[src/rtl/tvw_pkg.sv]
package tvw_pkg;
   localparam int TT_W = 9;

   localparam logic [TT_W-1:0] TT_CLEAN_WIN = 9'h024;
   localparam logic [2:0]      GRP_SPILL    = 3'b010;
   localparam logic [2:0]      GRP_FILL     = 3'b011;

   typedef struct packed {
      logic hswtrap;
      logic swtrap;
      logic fill;
      logic spill;
   } tvw_grp_t;

   function automatic tvw_grp_t tvw_group_f(input logic [TT_W-1:0] tt);
      tvw_grp_t g;
      g.spill   = (tt[8:6] == GRP_SPILL);
      g.fill    = (tt[8:6] == GRP_FILL);
      g.swtrap  = (tt[8:7] == 2'b10);
      g.hswtrap = (tt[8:7] == 2'b11) && (tt != 9'h1FF);
      return g;
   endfunction
endpackage

[src/rtl/tvw_classify.sv]
module tvw_classify
   import tvw_pkg::*;
(
   input  logic [TT_W-1:0] tt_i,
   output tvw_grp_t        grp_o
);
   always_comb begin
      grp_o = tvw_group_f(tt_i);
      AST_GROUP_ONEHOT: assert ($onehot0(grp_o));
   end
endmodule

[src/rtl/tvw_vector.sv]
module tvw_vector
   import tvw_pkg::*;
#(
   parameter int AW  = 64,
   parameter int TLW = 3
) (
   input  logic [TT_W-1:0] tt_i,
   input  logic [TLW-1:0]  tl_i,
   input  logic            hyp_i,
   input  logic [AW-1:0]   tbase_i,
   input  logic [AW-1:0]   hbase_i,
   output logic [AW-1:0]   pc_o,
   output logic [AW-1:0]   npc_o
);
   localparam logic [AW-1:0] WORD_STEP = AW'(4);

   if (AW < 16) begin : g_aw_chk
      $error("tvw_vector: AW must be at least 16");
   end
   if (TLW < 2) begin : g_tlw_chk
      $error("tvw_vector: TLW must be at least 2");
   end

   logic          upper_tl;
   logic [AW-1:0] pc_hyp;
   logic [AW-1:0] pc_norm;

   assign upper_tl = (tl_i > TLW'(1));
   assign pc_hyp   = {hbase_i[AW-1:14], tt_i, 5'b0};
   assign pc_norm  = {tbase_i[AW-1:15], upper_tl, tt_i, 5'b0};
   assign pc_o     = hyp_i ? pc_hyp : pc_norm;
   assign npc_o    = pc_o + WORD_STEP;
endmodule

[src/rtl/tvw_window.sv]
module tvw_window
   import tvw_pkg::*;
#(
   parameter int NWIN = 8,
   parameter int CW   = (NWIN > 2) ? $clog2(NWIN) : 1
) (
   input  logic [TT_W-1:0] tt_i,
   input  tvw_grp_t        grp_i,
   input  logic [CW-1:0]   cwp_i,
   input  logic [CW-1:0]   cansave_i,
   output logic [CW-1:0]   cwp_o
);
   localparam bit          POW2  = (NWIN & (NWIN - 1)) == 0;
   localparam int          EXT_W = CW + 2;
   localparam logic [CW-1:0] TOP = CW'(NWIN - 1);

   if (NWIN < 2) begin : g_nwin_chk
      $error("tvw_window: NWIN must be at least 2");
   end

   logic [CW-1:0] dec_one;
   logic [CW-1:0] inc_one;
   logic [CW-1:0] spill_ptr;

   assign dec_one = (cwp_i == '0)  ? TOP : cwp_i - CW'(1);
   assign inc_one = (cwp_i == TOP) ? '0  : cwp_i + CW'(1);

   if (POW2) begin : g_pow2
      assign spill_ptr = cwp_i - cansave_i - CW'(2);
   end else begin : g_mod
      localparam logic [EXT_W-1:0] BIAS = EXT_W'(2 * NWIN - 2);
      logic [EXT_W-1:0] biased;
      assign biased    = EXT_W'(cwp_i) + BIAS - EXT_W'(cansave_i);
      assign spill_ptr = CW'(biased % EXT_W'(NWIN));
   end

   always_comb begin
      if (tt_i == TT_CLEAN_WIN) cwp_o = dec_one;
      else if (grp_i.spill)     cwp_o = spill_ptr;
      else if (grp_i.fill)      cwp_o = inc_one;
      else                      cwp_o = cwp_i;
   end
endmodule

[src/rtl/trap_vector_unit.sv]
module trap_vector_unit
   import tvw_pkg::*;
#(
   parameter int AW         = 64,
   parameter int TLW        = 3,
   parameter int NWIN       = 8,
   parameter bit REGISTERED = 1'b1,
   parameter int CW         = (NWIN > 2) ? $clog2(NWIN) : 1
) (
   input  logic            clk,
   input  logic            rst_n,
   input  logic            take_i,
   input  logic [8:0]      trap_type_i,
   input  logic [TLW-1:0]  trap_level_i,
   input  logic [AW-1:0]   tbase_i,
   input  logic [AW-1:0]   hbase_i,
   input  logic            hyper_mode_i,
   input  logic [CW-1:0]   cwp_i,
   input  logic [CW-1:0]   cansave_i,
   output logic [AW-1:0]   pc_o,
   output logic [AW-1:0]   npc_o,
   output logic [CW-1:0]   cwp_o,
   output logic            is_spill_o,
   output logic            is_fill_o,
   output logic            is_swtrap_o,
   output logic            is_hswtrap_o,
   output logic            valid_o
);
   localparam logic [CW:0] NWIN_V = (CW + 1)'(NWIN);

   typedef struct packed {
      logic [AW-1:0] pc;
      logic [AW-1:0] npc;
      logic [CW-1:0] cwp;
      tvw_grp_t      grp;
   } result_t;

   tvw_grp_t grp_c;
   result_t  res_c;
   result_t  res_out;

   tvw_classify u_cls (.tt_i(trap_type_i), .grp_o(grp_c));

   tvw_vector #(.AW(AW), .TLW(TLW)) u_vec (
      .tt_i(trap_type_i), .tl_i(trap_level_i), .hyp_i(hyper_mode_i),
      .tbase_i(tbase_i), .hbase_i(hbase_i),
      .pc_o(res_c.pc), .npc_o(res_c.npc)
   );

   tvw_window #(.NWIN(NWIN), .CW(CW)) u_win (
      .tt_i(trap_type_i), .grp_i(grp_c), .cwp_i(cwp_i),
      .cansave_i(cansave_i), .cwp_o(res_c.cwp)
   );

   assign res_c.grp = grp_c;

   if (REGISTERED) begin : g_reg
      result_t res_q;
      logic    valid_q;

      always_ff @(posedge clk or negedge rst_n) begin
         if (!rst_n) begin
            res_q   <= '0;
            valid_q <= 1'b0;
         end else begin
            valid_q <= take_i;
            if (take_i) res_q <= res_c;
         end
      end

      assign res_out = res_q;
      assign valid_o = valid_q;

      AST_IN_RANGE: assert property (@(posedge clk) disable iff (!rst_n)
         take_i |-> ({1'b0, cwp_i} < NWIN_V) && ({1'b0, cansave_i} < NWIN_V));
      AST_TT_FIELD: assert property (@(posedge clk) disable iff (!rst_n)
         take_i |=> pc_o[13:5] == $past(trap_type_i));
      AST_TL_BIT: assert property (@(posedge clk) disable iff (!rst_n)
         (take_i && !hyper_mode_i) |=> pc_o[14] == ($past(trap_level_i) > TLW'(1)));
      AST_NPC_STEP: assert property (@(posedge clk) disable iff (!rst_n)
         valid_o |-> npc_o == pc_o + AW'(4));
      AST_CWP_RANGE: assert property (@(posedge clk) disable iff (!rst_n)
         valid_o |-> {1'b0, cwp_o} < NWIN_V);
      AST_HOLD: assert property (@(posedge clk) disable iff (!rst_n)
         !take_i |=> $stable(pc_o) && $stable(cwp_o) && !valid_o);
   end else begin : g_comb
      assign res_out = res_c;
      assign valid_o = take_i;
   end

   assign pc_o         = res_out.pc;
   assign npc_o        = res_out.npc;
   assign cwp_o        = res_out.cwp;
   assign is_spill_o   = res_out.grp.spill;
   assign is_fill_o    = res_out.grp.fill;
   assign is_swtrap_o  = res_out.grp.swtrap;
   assign is_hswtrap_o = res_out.grp.hswtrap;
endmodule

[config.mk]
export PLATFORM = sky130hd
export DESIGN_NAME = trap_vector_unit
export DESIGN_NICKNAME = d
export VERILOG_FILES = /design/src/rtl/tvw_pkg.sv /design/src/rtl/tvw_classify.sv /design/src/rtl/tvw_vector.sv /design/src/rtl/tvw_window.sv /design/src/rtl/trap_vector_unit.sv
export SDC_FILE = /design/constraint.sdc
export NUM_CORES = 1
export LEC_CHECK = 0
export BUFFER_PORTS_ARGS = -buffer_cell sky130_fd_sc_hd__clkbuf_2
export CAP_MARGIN = 20
export CORE_MARGIN = 5
export CORE_UTILIZATION = 27
export DETAILED_ROUTE_END_ITERATION = 6
export PLACE_DENSITY = 0.68
export SYNTH_ARGS = -nofsm -noshare
export SYNTH_HDL_FRONTEND = slang
export SYNTH_SLANG_ARGS = --single-unit
[constraint.sdc]
create_clock -name clk -period 1 [get_ports clk]
set_input_delay 0.1 -clock clk [delete_from_list [all_inputs] [get_ports clk]]
set_output_delay 0.1 -clock clk [all_outputs]
set_load 0.005 [all_outputs]
* Yosys cells after proc, flatten, opt, wreduce, memory -nomap -nowiden
Index checks and enable logic that the tools add are counted.
** Word-level totals
- Logic and storage cells :: 29
- Input bits :: 150
- Bits in registers :: 136
** Operators by class
- Equal/unequal tests :: 7
- $add $sub $neg :: 5
- Multiplexer cells :: 6
- Order comparisons :: 1
- Reductions and logical operators :: 2
** Operator list (number)
- $add A64 B3 Y64 const B :: 1
- $mux W64 :: 1
- $mux W3 :: 5
- $eq A9 B6 Y1 const B :: 1
- $ne A9 B9 Y1 const B :: 1
- $eq A3 B2 Y1 const B :: 2
- $eq A2 B2 Y1 const B :: 2
- $add A3 B1 Y3 const B :: 1
- $eq A3 B3 Y1 const B :: 1
- $gt A3 B1 Y1 const B :: 1
- $logic_not A3 Y1 :: 1
- $sub A3 B1 Y3 const B :: 1
- $sub A3 B2 Y3 const B :: 1
- $sub A3 B3 Y3 :: 1
- $logic_and A1 B1 Y1 :: 1

* Logic depth before layout (Yosys ltp)
Gate-level depths: netlist (run 1).
- Word-level depth :: 5
- Depth in mapped cells :: 8
- Depth with buffers taken out :: 8

* By module
From an unflattened synthesis (run 1), not the netlist that was laid out.
** Second synthesis, totals
- Cells, all modules :: 463
- Area, all modules :: 6984.2 µm²
** By module, submodules not included
- trap_vector_unit :: area an instance 5230.0 µm², cells an instance 286, times used 1
- tvw_vector :: area an instance 1448.9 µm², cells an instance 138, times used 1
- tvw_window :: area an instance 261.5 µm², cells an instance 33, times used 1
- tvw_classify :: area an instance 43.8 µm², cells an instance 6, times used 1

* Least setup slack after synthesis (run 1)
Ideal clock, no wire load.
- Kind :: in2reg
- From :: input cwp_i[1]
- To :: register g_reg.res_q, in the netlist cwp_o[1]
- Data required time :: 0.877 ns
- Stages on the path :: 8
- Arrival :: 1.251 ns
- Slack :: -0.374 ns
- Cells stage by stage :: inv_1 > ha_1 > inv_1 > ha_1 > mux2_2 > mux2i_1 > mux2_4 > a21oi_2
** On the way
- Word-level cells in the longest chain between the ends :: 5
- Elaborated cells between the ends (all ways) :: 11
** RTL lines
- start, declared :: RTL line trap_vector_unit.sv:18 : input logic [CW-1:0] cwp_i,
- branches (longest 4 deep; another with $sub A3 B3 Y3)
- $mux W3 (*) :: RTL line tvw_window.sv:38 : if (tt_i == TT_CLEAN_WIN) cwp_o = dec_one;
- end signal, assigned :: RTL line trap_vector_unit.sv:67 : if (take_i) res_q <= res_c;
- end, declared :: RTL line trap_vector_unit.sv:58 : result_t res_q;
Every way passes the cells marked *.
A chain may end at the register's enable or synchronous reset.

* Final worst setup path (run 1)
Same ends and word-level chain as after synthesis.

==> results of run 1 <==
routing by layer:
| layer | part of all wire [%] | vias to the layer above | GRT usage (%) |
|---|---|---|---|
| met2 | 52 | 106 | 20.6 |
| met4 | 1.8 | 0 | 5.24 |
| met5 | 0 | - | 0 |
| met1 | 40 | 1479 | 14.2 |
| met3 | 6.8 | 12 | 2.93 |
| li1 | - | 1615 | - |
per-stage QoR:
stage	setup TNS [ns]	worst slack [ns]	power (mW)	utilization, %	hold slack [ns]
floorplan	-0.480	-0.260	4.28	-	-0.196
global placement	-1.28	-0.500	5.03	36.8	0.131
detailed placement	-1.31	-0.514	5.06	36.8	0.134
CTS	-0.0862	-0.0862	7.88	38.8	0.0483
global route	-0.176	-0.146	8.25	39.3	0.0752
finish	-0.0919	-0.0919	7.75	39.3	0.0705
worst min-delay path by stage:
| stage | from | to | slack (ns) |
|---|---|---|---|
| after CTS | trap_type_i[5] | pc_o[10] | 0.05 |
| after global placement | rst_n | pc_o[40] | 0.13 |
| final | tbase_i[46] | pc_o[46] | 0.07 |
| after detailed placement | rst_n | pc_o[40] | 0.13 |
| after floorplan | rst_n | cwp_o[0] | -0.20 |
| after global routing | tbase_i[58] | pc_o[58] | 0.08 |
synthesized netlist by cell type, types with 3 or more instances:
cell	n	share of area, %
sky130_fd_sc_hd__buf_4	68	14
sky130_fd_sc_hd__dfrtp_1	68	46
sky130_fd_sc_hd__nor2_1	55	5.5
sky130_fd_sc_hd__a21oi_1	51	6.8
sky130_fd_sc_hd__mux2i_1	51	14
sky130_fd_sc_hd__buf_2	11	1.5
sky130_fd_sc_hd__mux2_2	11	3.3
sky130_fd_sc_hd__inv_1	8	0.80
sky130_fd_sc_hd__clkbuf_1	7	0.70
sky130_fd_sc_hd__ha_1	7	2.3
sky130_fd_sc_hd__nand2_1	6	0.60
sky130_fd_sc_hd__o21ai_0	4	0.54
sky130_fd_sc_hd__buf_1	3	0.30
final cells by class:
cell class	count	share of cell area, %
Multi-Input combinational cell	214	27.9
Timing Repair Buffer	291	30.9
Clock buffer	12	4.39
Sequential cell	68	31.6
Tap cell	180	4.18
Clock inverter	3	0.279
Inverter	8	0.789
cells in the final DEF, fill, tap and decap left out, types with 5 or more instances in the layout:
cell and count:
sky130_fd_sc_hd__buf_4 42, sky130_fd_sc_hd__mux2_2 10, sky130_fd_sc_hd__mux2i_1 51, sky130_fd_sc_hd__nor2_1 55
sky130_fd_sc_hd__buf_12 5, sky130_fd_sc_hd__dfrtp_1 68, sky130_fd_sc_hd__clkbuf_2 240, sky130_fd_sc_hd__clkbuf_16 10
sky130_fd_sc_hd__nand2_1 6, sky130_fd_sc_hd__a21oi_1 51, sky130_fd_sc_hd__conb_1 9
sequential cells by signal, summed over array words and instances (netlist names):
name / cells
pc_o: 58
cwp_o: 3
npc_o: 2
is_fill_o: 1
is_hswtrap_o: 1
is_spill_o: 1
is_swtrap_o: 1
valid_o: 1
report_power, final:
| group | internal (mW) | switching, mW | leakage [nW] |
|---|---|---|---|
| combinational | 0.955 | 0.774 | 1.99 |
| clock | 1.65 | 1.10 | 0.126 |
| sequential | 3.04 | 0.236 | 0.772 |
cells by family (layout without fill, tap and decap cells):
family	count (synthesis)	in the layout	share of synthesized area (%)
muxes	63	63	17.4
AOI/OAI and AO/OA	62	62	9.01
other	1	9	0.100
buffers and inverters	97	314	17.0
and+or+nand+nor	70	70	7.91
DFF	68	68	45.6
xor gates and xnor gates	3	3	0.704
adders and majority gates	7	7	2.35
tightest hold or removal path, cell delays in order:
cell	delay, ns
sky130_fd_sc_hd__clkbuf_2	0.08
sky130_fd_sc_hd__mux2i_1	0.05
sky130_fd_sc_hd__a21oi_1	0.12
repair_timing:
action / in CTS / in global routing
setup endpoints to repair: 3 / 11
endpoints found under the hold margin: 68 / 0
gates resized for setup: 3 / 12
gates cloned: 0 / 0
hold buffers: 1 / 0
setup buffers: 0 / 2
pin swaps: 1 / 6
==> run summary, run 1 <==
The area of the mapped netlist is 3730 µm². The width of the die came out at 128 µm. For this run, the post-layout net count is 749. Walking the worst path, the cells encountered are clkbuf_16 > inv_12 > ha_4 > inv_2 > ha_4 > mux2_4 > mux2i_1 > mux2_4 > a21oi_2. The proportion of register bits with asynchronous set or reset after synthesis was 100%. The warning count from the yosys run was 0; the highest fanout seen on the critical path was 2.

Critical register-to-register path startpoint: pc_o[13]. From synthesis to final layout, the design area changed by 44.4%. The setup-violating endpoint count in the final report was 1. No sink is reached through more buffers than the 2 on the longest clock path. The layout cell share with drive strength beyond 1 works out to 55.4%. Synthesis handed over a netlist of 371 instances. The largest net degree at the start of global routing is 69, and the count of port buffers added during placement is 246.

The tools report the critical register-to-register path endpoint as pc_o[13]. After synthesis, the netlist uses 31 different library cells. The area taken by flip-flops and latches is 1700 µm².

The cell with the largest stage delay on the worst path is sky130_fd_sc_hd__mux2_4. The worst path uses 109% of the clock period. The logs give 758 for the number of placed cells counting well taps and 45.6% for the sequential area share after synthesis. After detailed routing, the number of vias per cell comes to 4.14. The first detailed-routing pass took 4 iterations. The y dimension of the die was 128 µm; the final instance count without filler cells was 776. The logs give 0 for the residual DRC count and 2.88 nW for the static leakage power.

The depth of the worst register-to-register path was 1; the overall global routing resource usage was 12.0%. Setup repair after global routing could not meet its margin everywhere. The run gives 0 as the number of antenna-violating nets in the routed design. The flow ran to the end, but the final reports show violations. The logs give 0.000644 V for the worst vdd rail ir drop and 1.21 ns for the required time of the critical path. Clock-pin slew was measured on the worst setup and hold paths at 0.05 ns. The synthesized design contains 0 enable-type register cells. In this run the clock root is driven by a sky130_fd_sc_hd__clkbuf_16. The initial utilization of the core area, before any placement, comes to 27.2%. The final layout contains routed wiring with a total length of 10200 µm. In this run the core area contains 43 standard-cell rows. For this design the top-level I/O count stands at 286. For the number of antenna violations at the first check in global routing, the log shows 0.

The via count of the first global-routing pass was 3181; the number of sinks on the clock net was 68. The longest individual stage delay on the worst path is 0.26 ns, and the post-detailed-placement cell area is 5040 µm². Summing all non-filler instances in the final layout gives an area of 5390 µm².

The number of register bits inferred by synthesis works out to 68. Dividing total power by cell area gives a power density of 1440 nW/µm². On the critical path the largest part of the delay comes from multiplexers. The end point of the critical path is cwp_o[1]. For the global-route wire length before repair, the log shows 15800 µm. The critical path class was in2reg. A synthesized cell averages 10.1 µm².

The run gives 0 as the final count of hold timing violations. TritonCTS built the clock tree. After layout, the minimum clock period comes to 1.09 ns. The most critical setup path has its startpoint at cwp_i[1]. Across all layers, the routed design uses 3212 vias.

Antenna diode instance count: 0. Dominant register cell in the synthesized netlist: sky130_fd_sc_hd__dfrtp_1. STA classifies the critical path endpoint as a flip-flop. The final reports fail on negative setup slack. The worst hold path passes through 3 cells. The floorplan step defined a die boundary enclosing 16300 µm². In the final routed layout, each cell accounts on average for 13.1 µm.

The clock network latency to the later pin of the worst-skew pair is 0.32 ns, and the reg2reg setup slack is 0.21 ns. Timing would allow up to 0.916 GHz. In this run the standard cell core region covers 13700 µm². The detailed router's first-iteration violation count is 77, and the number of fill cells is 1401. The number of max-capacitance violations reported is 0, and the multi-input combinational cell area is 1500 µm². Category of the worst setup path launch point: an input port. The arrival time at the worst endpoint is 1.31 ns. The sum of overflow across all layers after global routing was 0. The run gives 0 as the final count of pins violating max slew. The critical path crosses 9 cells after its start point. The number of buffers and inverters on the critical path is 3. Detailed placement finished with a half-perimeter wire length of 8220 µm. The H-tree was split into 3 levels.

The worst clock skew was 0 ns. The global placer's final weighted congestion was 0.752. Buffers inserted during clock tree synthesis total 9. The tools report the post-layout worst setup margin as -0.0919 ns. Path category of the worst min-delay check: in2reg.
Note: power is estimated with default switching activity, not from simulation.
==> run 2: changes to the inputs <==
--- a/config.mk
+++ b/config.mk
@@ -9,6 +9,7 @@
 export CAP_MARGIN = 20
 export CORE_MARGIN = 5
 export CORE_UTILIZATION = 27
+export CTS_BUF_LIST = sky130_fd_sc_hd__clkbuf_8
 export DETAILED_ROUTE_END_ITERATION = 6
 export PLACE_DENSITY = 0.68
 export SYNTH_ARGS = -nofsm -noshare
==> constraint.sdc (replaced) <==
create_clock -name clk -period 1.29 [get_ports clk]
set_input_delay 0.129 -clock clk [delete_from_list [all_inputs] [get_ports clk]]
set_output_delay 0.129 -clock clk [all_outputs]
set_load 0.005 [all_outputs]
==> run 2 against run 1 <==
The run now ends clean; sequential power down 23%; sequential share of layout area grew 2.0 points; via count decreased by 3.7%; flip-flop and latch count stayed put; clock-buffer cell count fell by 2; clock power is 47% lower; design area down 5.9%; clock skew unchanged; combinational power is 27% lower; final cell count is 2.4% lower; critical path type unchanged; critical endpoint unchanged; highest routed layer unchanged.
==> run summary, run 2 (same netlist as run 1, synthesis figures left out) <==
The largest net degree at the start of global routing was 64 (-7.2%). For this run, the top clock speed supported by timing is 0.850 GHz. The tools report the number of max-capacitance violations reported as 0 (unchanged).

The switching share of power is 28.6% (+1.4 points), and the worst vdd rail ir drop is 0.000403 V (-37%). Standard-cell row count: 43 (unchanged). The post-detailed-route wirelength per cell works out to 13.2 µm (+0.84%). The run gives 10000 µm (-1.6%) as the sum of routed wire length over all layers.

The mean number of vias per cell was 4.09 (-1.3%). Clock network latency to the later pin of the worst-skew pair: 0.32 ns (about the same). The number of H-tree levels was 3 (unchanged); the static leakage power was 2.75 nW (-4.6%). The total power density per cell area was 1030 nW/µm² (-28%); the number of setup buffers added after CTS was 0 (unchanged). The number of sinks on the clock net came out at 68 (unchanged). The count of port buffers added during placement is 246 (unchanged), and the internal power component is 3.75 mW (-34%).

The tools report the post-placement setup slack as -0.227 ns (+0.287 ns). I/O pin count: 286 (unchanged). The total vias in the final route came out at 3093 (-3.7%). Leaving out fill and tap cells, the most frequent cell in the layout is sky130_fd_sc_hd__clkbuf_2.

Required time of the critical path: 1.50 ns (+0.29 ns). The worst setup path is captured at a flip-flop. The final count of pins violating max slew was 0 (unchanged). The arrival time at the worst endpoint is 1.39 ns (+0.08 ns).

The layout cell share with drive strength beyond 1 is 53.6% (-1.8 points), and the number of buffers created by CTS is 9 (unchanged). The residual DRC count was 0 (unchanged); the switching power was 1.50 mW (-29%). The global placer's final weighted congestion is 0.770 (+2.3%), and the number of antenna-violating nets in the routed design is 0 (unchanged). The run finished with clean final reports. The root buffer cell chosen for the clock tree is sky130_fd_sc_hd__clkbuf_8. The post-layout worst setup margin is 0.114 ns (+0.206 ns), and the global-route wire length before repair is 15400 µm (-2.6%). The logs give 1 (unchanged) for the hold-fix buffer count after cts and 0 (unchanged) for the number of antenna violations at the first check in global routing.

The number of fill cells came out at 1398 (-0.21%). The clock network fraction of total power was 27.6% (-7.9 points). The tools report the sum of overflow across all layers after global routing as 0 (unchanged). For the overall global routing resource usage, the log shows 11.8% (-0.20 points). Setup repair after global routing left no endpoint under its margin. The setup-violating endpoint count in the final report came out at 0 (-1). The run gives 0 (unchanged) as the antenna diode instance count.

Number of flip-flops under the largest register name: 58 (unchanged). The worst setup path is of the in2reg kind. For the detailed router's first-iteration violation count, the log shows 83 (+7.8%). The y dimension of the die is 128 µm (unchanged). The top cell types in the final layout, fill and taps aside, are sky130_fd_sc_hd__clkbuf_2 (243), sky130_fd_sc_hd__dfrtp_1 (68), sky130_fd_sc_hd__nor2_1 (55), sky130_fd_sc_hd__mux2i_1 (51), sky130_fd_sc_hd__a21oi_1 (51). TritonCTS built the clock tree. The tools report the category of the worst setup path launch point as an input port.

The core outline area was 13700 µm² (unchanged). The final HPWL from detailed placement was 8260 µm (+0.59%). The via count of the first global-routing pass was 3059 (-3.8%). The final critical path takes up 91.2% of the cycle.

From synthesis to final layout, the design area changed by 35.9%. The final sum of negative setup slack is 0 ns (+0.0919 ns), and the net count of the finished layout is 731 (-2.4%). The tools report the worst clock skew as 0 ns (unchanged). Part of the power in registers: 48.2% (+6.0 points). The tools report the first-pass iteration count of the detailed router as 4 (unchanged). The portion of total power attributed to combinational logic is 24.2% (+1.9 points). For the floorplan die area, the log shows 16300 µm² (unchanged). The clock slew at the register clock pins of the worst setup and hold paths is 0.07 ns (+0.02 ns).

The run gives 2 (unchanged) as the number of buffers on the longest clock path. The width of the die is 128 µm (unchanged). The highest fanout seen on the critical path came out at 2 (unchanged). The final count of hold timing violations came out at 0 (unchanged). The number of resized instances in the post-cts repair step is 0 (-3). The tightest min-delay check is of the in2reg type.

The clock period could shrink to 1.18 ns. The initial cell density of the core came out at 27.2% (unchanged).
-- run 2: layout make-up --
cell class,count,area [µm²],share of cell area (%)
flip-flops and latches,68,1700,33.5
repair buffers,273,1490,29.4
multi-input cells,214,1460,28.8
well taps,180,225,4.44
clock buffers,10,138,2.71
inverters,8,37.5,0.740
clock inverters,4,18.8,0.370
-- run 2: worst max-delay path, stage by stage --
cell,delay [ns]
sky130_fd_sc_hd__clkbuf_2,0.15
sky130_fd_sc_hd__inv_8,0.04
sky130_fd_sc_hd__ha_4,0.25
sky130_fd_sc_hd__inv_2,0.04
sky130_fd_sc_hd__ha_4,0.20
sky130_fd_sc_hd__mux2_4,0.26
sky130_fd_sc_hd__mux2i_1,0.12
sky130_fd_sc_hd__mux2_4,0.16
sky130_fd_sc_hd__a21oi_2,0.04
-- run 2: metal layers --
metal	part of all wire [%]	GRT usage (%)
met3	6.1	2.72
met4	1.2	4.31
met1	40	14.2
met5	0	0
met2	52	20.5
-- run 2: stage by stage --
stage | cells | hold slack, ns | util (%) | cell area, µm² | power [mW]
after detailed placement | 742 | 0.0645 | 35.8 | 4910 | 3.87
after global routing | 757 | 0.0605 | 37.0 | 5070 | 5.63
final | 757 | 0.0721 | 37.0 | 5070 | 5.25
after global placement | 742 | 0.0613 | 35.8 | 4910 | 3.85
after floorplan | 379 | -0.167 | - | 3800 | 3.32
after CTS | 757 | 0.0433 | 37.0 | 5070 | 5.38
-- run 2: path summary, 6_finish.rpt --
kind	from	to	slack (ns)	cells after the start
setup / recovery	cwp_i[1]	cwp_o[1]	0.11	9
hold / removal	trap_type_i[3]	pc_o[8]	0.07	2
setup reg to reg	pc_o[13]	pc_o[13]	0.49	1
hold reg to reg	npc_o[2]	npc_o[2]	0.46	1
max in group asynchronous	rst_n	pc_o[60]	0.52	3
min in group asynchronous	rst_n	pc_o[40]	0.26	2
-- run 2: power by group through the flow --
stage	registers [mW]	logic [mW]	clock network, mW
floorplan	2.56	0.763	0
global placement	2.57	1.28	0
detailed placement	2.57	1.30	0
CTS	2.54	1.30	1.54
global route	2.57	1.42	1.64
finish	2.53	1.27	1.45
